## src/rtl/irq_route_pkg.sv

```systemverilog
package irq_route_pkg;
  localparam int unsigned NSRC     = 9;
  localparam int unsigned NLINE    = 3;
  localparam int unsigned DW       = 32;
  localparam int unsigned AW       = 8;
  localparam int unsigned PEND_LSB = 16;
  localparam int unsigned SYNC_LEN = 2;
  // sources with hard-wired polarity and their values
  localparam logic [NSRC-1:0] FIX_MASK = 9'h106;
  localparam logic [NSRC-1:0] FIX_VAL  = 9'h102;
endpackage

```

## src/rtl/irq_sync.sv

```systemverilog
module irq_sync #(
  parameter int unsigned W      = 9,
  parameter int unsigned STAGES = 2
) (
  input  logic         clk_i,
  input  logic         rst_ni,
  input  logic [W-1:0] raw_i,
  input  logic [W-1:0] pol_i,
  output logic [W-1:0] act_o
);
  logic [W-1:0] stage_q [STAGES];

  for (genvar s = 0; s < STAGES; s++) begin : g_stage
    if (s == 0) begin : g_first
      always_ff @(posedge clk_i or negedge rst_ni)
        if (!rst_ni) stage_q[0] <= '0;
        else         stage_q[0] <= raw_i;
    end else begin : g_next
      always_ff @(posedge clk_i or negedge rst_ni)
        if (!rst_ni) stage_q[s] <= '0;
        else         stage_q[s] <= stage_q[s-1];
    end
  end

  // active when synchronised level matches polarity
  assign act_o = ~(stage_q[STAGES-1] ^ pol_i);
endmodule

```

## src/rtl/irq_line.sv

```systemverilog
module irq_line #(
  parameter int unsigned W = 9
) (
  input  logic         clk_i,
  input  logic         rst_ni,
  input  logic [W-1:0] act_i,
  input  logic         wr_i,
  input  logic [W-1:0] en_wr_i,
  input  logic [W-1:0] clr_i,
  output logic [W-1:0] en_o,
  output logic [W-1:0] pend_o,
  output logic         irq_o
);
  logic [W-1:0] en_q, pend_q, clr_eff;
  logic         irq_q;

  assign clr_eff = wr_i ? clr_i : '0;

  always_ff @(posedge clk_i or negedge rst_ni) begin
    if (!rst_ni) begin
      en_q   <= '0;
      pend_q <= '0;
      irq_q  <= 1'b0;
    end else begin
      if (wr_i) en_q <= en_wr_i;
      // clear beats set; level re-latches next cycle
      pend_q <= (pend_q | (act_i & en_q)) & ~clr_eff;
      irq_q  <= |(en_q & pend_q);
    end
  end

  assign en_o   = en_q;
  assign pend_o = pend_q;
  assign irq_o  = irq_q;


  no_set_disabled_chk: assert property (@(posedge clk_i) disable iff (!rst_ni)
    (pend_q & ~$past(pend_q) & ~$past(en_q)) == '0);


  clear_hits_chk: assert property (@(posedge clk_i) disable iff (!rst_ni)
    (pend_q & $past(clr_eff)) == '0);


  irq_cause_chk: assert property (@(posedge clk_i) disable iff (!rst_ni)
    irq_q |-> $past(|(en_q & pend_q)));
endmodule

```

## src/rtl/irq_router.sv

```systemverilog
module irq_router
  import irq_route_pkg::*;
(
  input  logic             clk_i,
  input  logic             rst_ni,
  input  logic [AW-1:0]    addr_i,
  input  logic             wr_en_i,
  input  logic [DW-1:0]    wr_data_i,
  output logic [DW-1:0]    rd_data_o,
  input  logic [NSRC-1:0]  irq_src_i,
  output logic [NLINE-1:0] irq_o
);
  localparam int unsigned IDX_W = AW - 2;
  localparam logic [DW-1:0] INIT_WORD = DW'({NSRC{1'b1}}) << PEND_LSB;

  logic                        aligned, cfg_sel;
  logic [IDX_W-1:0]            idx;
  logic [NLINE-1:0]            line_sel;
  logic [NSRC-1:0]             pol_q, pol_eff, act;
  logic [NLINE-1:0][NSRC-1:0]  en_all, pend_all;

  assign aligned = (addr_i[1:0] == 2'b00);
  assign idx     = addr_i[AW-1:2];
  assign cfg_sel = aligned && (idx == '0);

  always_ff @(posedge clk_i or negedge rst_ni)
    if (!rst_ni)                pol_q <= '0;
    else if (wr_en_i && cfg_sel) pol_q <= wr_data_i[NSRC-1:0] & ~FIX_MASK;

  assign pol_eff = (pol_q & ~FIX_MASK) | FIX_VAL;

  irq_sync #(.W(NSRC), .STAGES(SYNC_LEN)) u_sync (
    .clk_i  (clk_i),
    .rst_ni (rst_ni),
    .raw_i  (irq_src_i),
    .pol_i  (pol_eff),
    .act_o  (act)
  );

  for (genvar n = 0; n < NLINE; n++) begin : g_line
    assign line_sel[n] = aligned && (idx == IDX_W'(n + 1));

    irq_line #(.W(NSRC)) u_line (
      .clk_i   (clk_i),
      .rst_ni  (rst_ni),
      .act_i   (act),
      .wr_i    (wr_en_i && line_sel[n]),
      .en_wr_i (wr_data_i[NSRC-1:0]),
      .clr_i   (wr_data_i[PEND_LSB +: NSRC]),
      .en_o    (en_all[n]),
      .pend_o  (pend_all[n]),
      .irq_o   (irq_o[n])
    );


    init_clears_chk: assert property (@(posedge clk_i) disable iff (!rst_ni)
      (wr_en_i && line_sel[n] && wr_data_i == INIT_WORD)
        |=> (en_all[n] == '0 && pend_all[n] == '0));
  end

  always_comb begin
    rd_data_o = '0;
    if (cfg_sel) rd_data_o[NSRC-1:0] = pol_eff;
    for (int n = 0; n < NLINE; n++) begin
      if (line_sel[n]) begin
        rd_data_o[NSRC-1:0]           = en_all[n];
        rd_data_o[PEND_LSB +: NSRC]   = pend_all[n];
      end
    end
  end


  unmapped_write_chk: assert property (@(posedge clk_i) disable iff (!rst_ni)
    (wr_en_i && !cfg_sel && line_sel == '0) |=> ($stable(pol_q) && $stable(en_all)));


  unmapped_read_chk: assert property (@(posedge clk_i) disable iff (!rst_ni)
    (!cfg_sel && line_sel == '0) |-> rd_data_o == '0);
endmodule

```

## config.mk

```make
export PLATFORM = sky130hd
export DESIGN_NAME = irq_router
export DESIGN_NICKNAME = d
export VERILOG_FILES = /design/src/rtl/irq_route_pkg.sv /design/src/rtl/irq_sync.sv /design/src/rtl/irq_line.sv /design/src/rtl/irq_router.sv
export SDC_FILE = /design/constraint.sdc
export NUM_CORES = 1
export LEC_CHECK = 0
export BUFFER_PORTS_ARGS = -buffer_cell sky130_fd_sc_hd__clkbuf_2
export CORE_ASPECT_RATIO = 1.25
export CORE_MARGIN = 8
export CORE_UTILIZATION = 45
export CTS_CLUSTER_DIAMETER = 150
export DETAILED_ROUTE_END_ITERATION = 10
export PLACE_DENSITY = 0.69
export SLEW_MARGIN = 40
export SYNTH_ARGS = -nofsm -noshare
export SYNTH_HDL_FRONTEND = slang
export SYNTH_SLANG_ARGS = --single-unit
```

## constraint.sdc

```tcl
create_clock -name clk_i -period 5.1 [get_ports clk_i]
set_clock_uncertainty 0.2 [all_clocks]
set_input_delay 1.53 -clock clk_i [delete_from_list [all_inputs] [get_ports clk_i]]
set_output_delay 1.53 -clock clk_i [all_outputs]
set_load 0.01 [all_outputs]
```

Yosys cells after proc, flatten, opt, wreduce, memory -nomap -nowiden
Index checks and enable logic that the tools add are counted.
- register bits after elaboration: 81
- bits of input ports: 52
- output and inout port bits: 35
- logic and storage cells: 55
- eq/ne operators: 3
- multiplexer cells: 10
- bitwise gates (word level): 17
- reduce and logical (&&, ||, !) cells: 13
- operator list (cell ; number):
    two-way mux 9 bit ; 10
    AND 9 bit ; 9
    inverter 9 bit ; 4
    OR 9 bit ; 3
    OR reduction 9 bit ; 3
    == test 6 x 2 -> 1 bit, second input constant ; 2
    bitwise XOR 9 bit ; 1
    logical AND 1 bit ; 8
    == test 6 x 1 -> 1 bit, second input constant ; 1
    zero test 6 bit ; 1
    zero test 2 bit ; 1

Longest topological paths before layout
Gate-level depths: netlist of run 1.
- word-level depth: 6
- mapped depth: 5
- mapped depth without buffers: 3

Cells and area by module
Synthesis of run 1 repeated with hierarchy kept, for this count alone.
- cell total of the unflattened synthesis: 279
- area, all modules: 3669.8 sq um
- by module, submodules not included (module ; times used ; cells each ; area each (sq um) ; seq. area each (sq um)):
    irq_line ; 3 ; 53 ; 743.2 ; 475.5
    irq_router ; 1 ; 93 ; 910.9 ; 150.1
    irq_sync ; 1 ; 27 ; 529.3 ; 450.4

Worst setup path before layout of run 1
Ideal clock, no wire load.
- kind: input to output
- start point: in addr_i[3]
- end point: out rd_data_o[18]
- arrival time: 2885 ps
- data required time: 3370 ps
- setup slack: 485 ps
- stages on the path: 5
- buffers on the path: 2
- cell sequence: buf_1 buf_1 mux2_2 a22oi_1 nor2_1
- cells in the longest elaborated chain, start to end: 5
- elaborated cells between the ends (all ways): 9
- classes of those cells: eq/ne (3); mux (3); reduce/logical (3)
- RTL lines (element ; RTL line ; text):
    from (decl) ; irq_router.sv:6 ; input logic [AW-1:0] addr_i,
    == test 6 x 1 -> 1 bit ; irq_router.sv:41 ; assign line_sel[n] = aligned && (idx == IDX_W'(n + 1));
    logical AND 1 bit ; irq_router.sv:41 ;
    two-way mux 9 bit (2 in a row) ; irq_router.sv:65 ; if (line_sel[n]) begin
    two-way mux 9 bit * ; irq_router.sv:65 ;
    to (decl) ; irq_router.sv:9 ; output logic [DW-1:0] rd_data_o,
Every way passes the cells marked *; elsewhere a longest branch is shown, timed or not.

Worst setup path after layout of run 1
- start point: in addr_i[3]
- end point: out rd_data_o[24]
Same word-level chain as after synthesis.

==> run metrics, run 1 <==
fin nets 398; CTS tree yes; Syn. warnings 0; Worst Path Arrival roughly 3.0 ns; DR DRC count 0; die width a little under 100 um; design area approximately 0.0042 sq mm; Worst Hold Class flip-flop to flip-flop; layout cells sized above 1 between 30 and 40%; global-route usage over all layers 17.1%; CP required approximately 3.4 ns; first-pass GRT wire length between 15000 and 20000 um; DP Area ~0.004 sq mm; Hold Path Depth 0; crit path time final 4.68 ns; Routed WL per cell ~21 um; cell row count 37; Post-DP HPWL ~6600 um; IO Port Bufs 58; Worst R2R Setup Slack between 3 and 4 ns; Antenna Violating Nets Remaining 0; vias per cell between 5 and 6; Synth Instances roughly 290; Fillers slightly above 700; Tcrit/Tclk final 91.7%; H-tree levels 3; cell area after synthesis between 0.003 and 0.004 sq mm; core box area a little over 0.008 sq mm; max_slew headroom between 40% and 50%; hold_buf cts 0; setup violators final 0; register area share after synthesis between 50% and 60%; Detailed Routing Iterations Pass 1 4; pin count of the biggest net entering global routing between 80 and 90; I/O pin total 87; Crit Path Category input port to output pin; post-cts resize count 0; total CTS buffers 9; RSZ-0062 raised after global routing no; die height between 100 and 150 um; final hold violation count 0; root buffer selected by CTS clkbuf_8; Fmax achieved approximately 210 MHz; diodes inserted 0; outcome finished clean; max cap viols 0; Post-CTS Setup Inserts 0; standby leakage power just under 2 nW; Worst-path clk slew 0.07 ns; initial antenna violation count 0; gpl congestion between 0.8 and 0.9; fin cells 446; Longest Clk Path Bufs 2; Overflow after GRT 0; Yosys cell types 33; pwr/cell area about 300 mW/mm^2; Initial Utilization between 40% and 50%; Total Neg Setup Slack 0 ns; DP Worst Slack ~0.44 ns; commonest non-fill, non-tap cell in the layout dfrtp_1; Worst-Margin Slew slightly below 0.8 ns; total vias in the final route between 2000 and 3000; Syn-to-layout area delta 13.4%; CP endpoint kind output pin; clk_lat worst skew 0.36 ns; r2r worst-path depth 3; Slew Limit Fails 0; drt total wl between 9000 and 10000 um; Peak VDD IR around 0.00015 V; Initial DRC Count approximately 270; final worst slack approximately 0.42 ns; vias in the first global route around 2800; clock sinks 81; # placed instances roughly 430; flops & latches, synth 81; CP Launch Type input port; total die area around 0.011 sq mm; syn avg cell area 12.9 sq um; Critical Path Fanout Max 19; most frequent cells in the layout 81 x dfrtp_1, 57 x clkbuf_2, 27 x a21oi_1, 27 x a31oi_1, 25 x mux2_2
==> metrics by stage <==
stage / hold WS [ns] / power [mW] / util [%]
floorplan: 0.131 / 0.807 / -
global placement: 0.133 / 0.854 / 49.7
detailed placement: 0.137 / 0.859 / 49.8
CTS: 0.154 / 1.27 / 51.8
global route: 0.162 / 1.32 / 51.9
finish: 0.152 / 1.26 / 51.9
==> routing by layer <==
layer  up-vias  routed length (um)  track usage [%]  share of wire [%]
met5         -                   0                0                  0
li1       1171                   -                -                  -
met1      1302                4020             20.9                 43
met2       103                4520             26.4                 48
met4         0                 253             8.58                2.7
met3        22                 609             5.40                6.5
==> critical path, stage by stage <==
cell	delay, ns
clkbuf_2	0.43
buf_4	0.25
mux2_2	0.33
a22oi_1	0.17
nor2_1	0.08
clkbuf_2	0.14
==> Yosys cell counts <==
library cell / count / share of area (%)
or4_4: 2 / 0.61
a22o_1: 3 / 0.71
buf_6: 2 / 0.61
mux2_4: 18 / 7.3
and3_1: 6 / 1.0
inv_1: 4 / 0.40
nand3_1: 3 / 0.40
mux2i_1: 2 / 0.54
nand4_1: 1 / 0.17
mux4_2: 6 / 3.6
or2_2: 1 / 0.17
or4_1: 1 / 0.20
nor3_2: 2 / 0.54
nor2b_1: 1 / 0.17
or4b_2: 1 / 0.27
buf_4: 17 / 3.4
mux2_2: 25 / 7.6
a221oi_1: 5 / 1.2
conb_1: 1 / 0.10
clkbuf_1: 7 / 0.71
nand2b_1: 1 / 0.17
a222oi_1: 3 / 0.81
nand2_1: 2 / 0.20
a22oi_1: 13 / 2.6
nor4_1: 1 / 0.17
buf_1: 2 / 0.20
a21oi_1: 27 / 3.6
or3_1: 1 / 0.17
nor2_1: 13 / 1.3
dfrtp_1: 81 / 55
a31oi_1: 27 / 4.6
buf_2: 2 / 0.27
xnor2_1: 6 / 1.4
==> worst paths after layout <==
check | start | to
setup / recovery | addr_i[3] | rd_data_o[24]
hold reg to reg | u_sync.stage_q[10] | u_sync.stage_q[1]
min in group asynchronous | rst_ni | u_sync.stage_q[14]
max in group asynchronous | rst_ni | g_line[2].u_line.irq_o
setup reg to reg | g_line[1].u_line.en_o[4] | g_line[1].u_line.irq_o
hold / removal | u_sync.stage_q[10] | u_sync.stage_q[1]
==> where the power goes <==
part	total (mW)	internal (mW)	switching, mW
Clock	0.411	0.199	0.212
Combinational	0.140	0.0638	0.0763
Sequential	0.707	0.679	0.0282
Total	1.26	0.942	0.317
==> state kept, by name, indices dropped and copies added (netlist names) <==
name and cells:
pol_q 6, g_line.u_line.irq_o 3, u_sync.stage_q 18, g_line.u_line.en_o 27, g_line.u_line.pend_o 27
==> cells by family (layout without fill, tap and decap cells) <==
group | after synthesis | count (layout) | share of synthesized area [%]
simple gates | 36 | 36 | 5.57
other cells | 1 | 14 | 0.101
flops | 81 | 81 | 54.7
mux | 51 | 51 | 19.1
compound gates | 78 | 78 | 13.5
xor+xnor | 6 | 6 | 1.42
buf+inv | 34 | 83 | 5.64
==> layout make-up <==
| type | instances | area, sq um | area share (%) |
|---|---|---|---|
| Clock buffer | 14 | 163 | 3.87 |
| Multi-Input combinational cell | 185 | 1530 | 36.4 |
| Sequential cell | 81 | 2030 | 48.2 |
| Tap cell | 97 | 121 | 2.89 |
| Inverter | 4 | 15.0 | 0.357 |
| Timing Repair Buffer | 65 | 349 | 8.30 |
(Power assumes the default switching activity.)
==> inputs of run 2 (changes only) <==
CORE_UTILIZATION = 35   (was 45)
PLACE_DENSITY = default   (was 0.69)
==> run 2 against run 1 <==
Net effect: worst hold slack lost 0.0055 ns; count of clock-buffer cells in the layout is 1 higher; core utilization shrank 10 points; non-clock buffer count unchanged; critical path type unchanged; critical endpoint is now rd_data_o[3]; flip-flop and latch count stayed put; setup slack gained 0.029 ns; total power increased by 17%; die area increased by 24%; critical path depth is 1 lower; combinational power about the same; final area is 4.1% higher; highest routed layer unchanged.
==> run metrics, run 2 (synthesis gave the netlist of run 1 again) <==
Final Util 41.9% (-10 points); clock sinks 81 (unchanged); Initial Utilization 35.5% (-10 points); I/O pin total 87 (unchanged); M1 WL 4050 um (+0.77%); hold_buf cts 0 (unchanged); Tcrit/Tclk final 91.1% (-0.57 points); setup violators final 0 (unchanged); Reg area 0.00203 sq mm (unchanged); Fillers 994 (+39%); Overflow after GRT 0 (unchanged); total CTS buffers 9 (unchanged); IO Port Bufs 58 (unchanged); die width 108 um (+11%); core box area 0.0105 sq mm (+29%); hold wc startpoint u_sync.stage_q[9]; vias in the first global route 2778 (-1.6%); pin count of the biggest net entering global routing 82 (unchanged); most frequent cells in the layout 81 x dfrtp_1, 57 x clkbuf_2, 27 x a21oi_1, 27 x a31oi_1, 25 x mux2_2; Initial DRC Count 190 (-28%); fin nets 398 (unchanged); initial antenna violation count 0 (unchanged); global-route usage over all layers 14.6% (-2.4 points); CP Launch Type input port; r2r worst-path depth 3 (unchanged); Fmax achieved 215 MHz (+0.63%); Post-CTS Setup Inserts 0 (unchanged); RSZ-0062 raised after global routing no; Worst R2R Setup Slack 3.64 ns (-0.03 ns); CP required 3.37 ns (about the same); total vias in the final route 2591 (-0.27%); Pwr Total 1.48 mW (+17%); total die area 0.0142 sq mm (+24%); root buffer selected by CTS clkbuf_16; Post-DP HPWL 6960 um (+6.0%); DR WL met3 696 um (+14%); final hold violation count 0 (unchanged); Hold Path Sink u_sync.stage_q[0]; pwr/cell area 337 mW/mm^2 (+13%); Crit Reg-Reg Startpoint g_line[0].u_line.pend_o[3]; post-cts resize count 0 (unchanged); Critical Path Fanout Max 15 (-4); max cap viols 0 (unchanged); Total Neg Setup Slack 0 ns (unchanged); die height 131 um (+12%); Crit Reg-Reg Endpoint g_line[0].u_line.irq_o; Antenna Violating Nets Remaining 0 (unchanged); crit path time final 4.65 ns (-0.0291 ns); Worst-Margin Slew 0.883 ns (+0.0916 ns); cell row count 42 (+14%); diodes inserted 0 (unchanged); layout cells sized above 1 38.2% (+0.35 points); Hold Path Depth 0 (unchanged); final worst slack 0.452 ns (+0.0291 ns); wire length on met2 4950 um (+9.5%); Slew Limit Fails 0 (unchanged); Crit Path Category input port to output pin; Worst-path clk slew 0.05 ns (-0.02 ns); Detailed Routing Iterations Pass 1 4 (unchanged); area of the multi-input gates 0.00153 sq mm (-0.16%); clk_lat worst skew 0.34 ns (-0.02 ns); gpl congestion 0.807 (-5.2%); commonest non-fill, non-tap cell in the layout dfrtp_1; Longest Clk Path Bufs 2 (unchanged); DR DRC count 0 (unchanged); Routed WL per cell 20.4 um (-3.5%); drt total wl 9840 um (+4.6%); first-pass GRT wire length 15400 um (+0.63%); H-tree levels 3 (unchanged); Peak VDD IR 0.000188 V (+28%); Worst Hold Class flip-flop to flip-flop; Syn-to-layout area delta 18.1%; vias per cell 5.36 (-7.9%); CTS tree yes; DP Worst Slack 0.411 ns (-0.0307 ns); standby leakage power 2.02 nW (+3.0%); outcome finished clean; CP endpoint kind output pin; Worst Path Arrival 2.92 ns (-0.03 ns); uppermost layer routed met4; max_slew headroom 40.9% (-6.0 points)
## run 2: critical path: stages
cell and delay, ns:
clkbuf_2 0.34, buf_4 0.23, mux4_2 0.49, and3_1 0.19, clkbuf_2 0.13
## run 2: how the worst max path moves through the flow
stage          startpoint            end  slack [ns]  cells past startpoint
3_3_place_gp    addr_i[5]   rd_data_o[1]        0.40                      5
2_1_floorplan   addr_i[3]  rd_data_o[18]        0.48                      5
3_5_place_dp    addr_i[5]   rd_data_o[1]        0.41                      5
5_1_grt         addr_i[5]  rd_data_o[22]        0.29                      6
4_1_cts         addr_i[5]   rd_data_o[1]        0.41                      5
6_report        addr_i[3]   rd_data_o[3]        0.45                      5
## run 2: area by class of cell
cell class,count,share of cell area (%)
Clock buffer,15,6.57
Clock inverter,1,0.171
Inverter,4,0.343
Multi-Input combinational cell,185,34.9
Sequential cell,81,46.3
Tap cell,132,3.77
Timing Repair Buffer,65,7.97
## run 2: power breakdown
part           switching [mW]  total [mW]  internal, mW
Sequential             0.0282       0.708         0.680
Clock                   0.243       0.626         0.383
Combinational          0.0772       0.141        0.0638
## run 2: through the flow
step / cell area (sq um) / hold WS [ns] / instances
floorplan: 3760 / 0.131 / 300
global placement: 4070 / 0.132 / 467
detailed placement: 4080 / 0.135 / 467
CTS: 4370 / 0.147 / 483
global route: 4380 / 0.153 / 483
finish: 4380 / 0.146 / 483
## run 2: layer usage
layer	GRT usage, %	up-vias
met5	0	-
met4	7.28	0
met3	3.23	7
met2	23.5	75
met1	18.1	1340
li1	-	1169
==> inputs of run 3 (changes only) <==
PLACE_DENSITY = 0.63   (was default)
==> run 3 against run 2 <==
Net effect: largest cell class unchanged; total power decreased by 3.7%; register-to-register slack worse by 0.02 ns; combinational power about the same; critical path type unchanged; sequential share of layout area up 0.39 points; non-clock buffer count grew 1; first-iteration DRC count increased by 4.7%.
==> run metrics, run 3 (synthesis gave the netlist of run 1 again) <==
Fmax achieved 214 MHz (-0.73%); Fillers 996 (+0.20%); Post-DP HPWL 6930 um (-0.43%); vias in the first global route 2769 (-0.32%); H-tree levels 3 (unchanged); CP delay by family, top simple AND/OR/NAND/NOR gates; drt total wl 9660 um (-1.9%); cell row count 42 (unchanged); Peak VDD IR 0.000160 V (-15%); die height 131 um (unchanged); Worst-path clk slew 0.05 ns (about the same); Total Neg Setup Slack 0 ns (unchanged); standby leakage power 2.00 nW (-1.1%); uppermost layer routed met4; pwr/cell area 327 mW/mm^2 (-2.9%); Crit path buffers/inverters 2 (-1); clock sinks 81 (unchanged); Longest Clk Path Bufs 2 (unchanged); Worst R2R Setup Slack 3.62 ns (-0.02 ns); DR DRC count 0 (unchanged); hold wc startpoint u_sync.stage_q[13]; wire length on met2 4780 um (-3.5%); vias per cell 5.31 (-1.0%); Critical Path Fanout Max 9 (-6); CP Launch Type input port; Detailed Routing Iterations Pass 1 4 (unchanged); number of cells on the critical path 5 (unchanged); Tcrit/Tclk final 91.8% (+0.67 points); core box area 0.0105 sq mm (unchanged); DR WL met3 642 um (-7.8%); global-route usage over all layers 14.3% (-0.31 points); Routed WL per cell 20.0 um (-1.9%); pin count of the biggest net entering global routing 82 (unchanged); fin nets 399 (+0.25%); Initial Utilization 35.5% (unchanged); CP most frequent cell clkbuf_2; total die area 0.0142 sq mm (unchanged); Crit Path Category input port to output pin; hold_buf cts 0 (unchanged); total vias in the final route 2564 (-1.0%); setup violators final 0 (unchanged); Crit Reg-Reg Endpoint g_line[2].u_line.irq_o; first-pass GRT wire length 14900 um (-3.2%); Post-CTS Setup Inserts 0 (unchanged); max_slew headroom 42.5% (+1.6 points); final hold violation count 0 (unchanged); Hold Path Sink u_sync.stage_q[4]; gpl congestion 0.823 (+2.0%); Crit Reg-Reg Startpoint g_line[2].u_line.en_o[2]; total CTS buffers 9 (unchanged); I/O pin total 87 (unchanged); Syn-to-layout area delta 17.1%; CTS tree yes; initial antenna violation count 0 (unchanged); post-cts resize count 0 (unchanged); IO Port Bufs 58 (unchanged); most frequent cells in the layout 81 x dfrtp_1, 57 x clkbuf_2, 27 x a21oi_1, 27 x a31oi_1, 25 x mux2_2; Antenna Violating Nets Remaining 0 (unchanged); delay of the slowest critical-path stage 0.40 ns (-0.09 ns); slowest cell on the critical path nor4_1; Slew Limit Fails 0 (unchanged); Worst-Margin Slew 0.858 ns (-0.0252 ns); clk_lat worst skew 0.34 ns (about the same); M1 WL 3860 um (-4.7%); commonest non-fill, non-tap cell in the layout dfrtp_1; Hold Path Depth 0 (unchanged); Worst Path Arrival 2.95 ns (+0.03 ns); Initial DRC Count 199 (+4.7%); outcome finished clean; die width 108 um (unchanged); Worst Hold Class flip-flop to flip-flop; r2r worst-path depth 3 (unchanged); Overflow after GRT 0 (unchanged); crit path time final 4.68 ns (+0.0341 ns); root buffer selected by CTS clkbuf_16; Pwr Total 1.42 mW (-3.7%); CP endpoint kind output pin; diodes inserted 0 (unchanged); max cap viols 0 (unchanged); CP required 3.37 ns (about the same); RSZ-0062 raised after global routing no; worst path cell trace clkbuf_2 > nor4_1 > nand2_1 > a221oi_1 > clkbuf_2; layout cells sized above 1 37.3% (-0.85 points)
run 3: through the flow:
stage	std cells	util [%]	hold WS, ns	instance area [sq um]	setup WS, ns
after global placement	468	39.0	0.132	4080	0.370
final	483	41.5	0.146	4340	0.417
after floorplan	300	-	0.131	3760	0.485
after CTS	483	41.5	0.147	4340	0.384
after detailed placement	468	39.1	0.135	4080	0.388
after global routing	483	41.5	0.150	4340	0.250
run 3: report_power, final:
part	leakage (nW)	switching (mW)	internal, mW
clock network	0.124	0.230	0.341
logic	0.932	0.0781	0.0643
registers	0.944	0.0275	0.680
run 3: final cells by class:
class	count	area, sq um	share of cell area [%]
flip-flops and latches	81	2030	46.7
multi-input cells	185	1520	35.0
repair buffers	66	357	8.21
clock buffers	15	258	5.94
well taps	132	165	3.80
inverters	4	15.0	0.346
run 3: worst max path at each step:
stage | start | endpoint | slack [ns]
floorplan | addr_i[3] | rd_data_o[18] | 0.48
global placement | addr_i[5] | rd_data_o[1] | 0.37
detailed placement | addr_i[5] | rd_data_o[1] | 0.39
CTS | addr_i[5] | rd_data_o[1] | 0.38
global route | addr_i[5] | rd_data_o[1] | 0.25
finish | addr_i[5] | rd_data_o[1] | 0.42
run 3: per-layer routing:
layer | up-vias | GRT usage (%)
met5 | - | 0
met4 | 0 | 10.5
met3 | 21 | 2.50
met2 | 94 | 22.9
met1 | 1278 | 17.0
li1 | 1171 | -
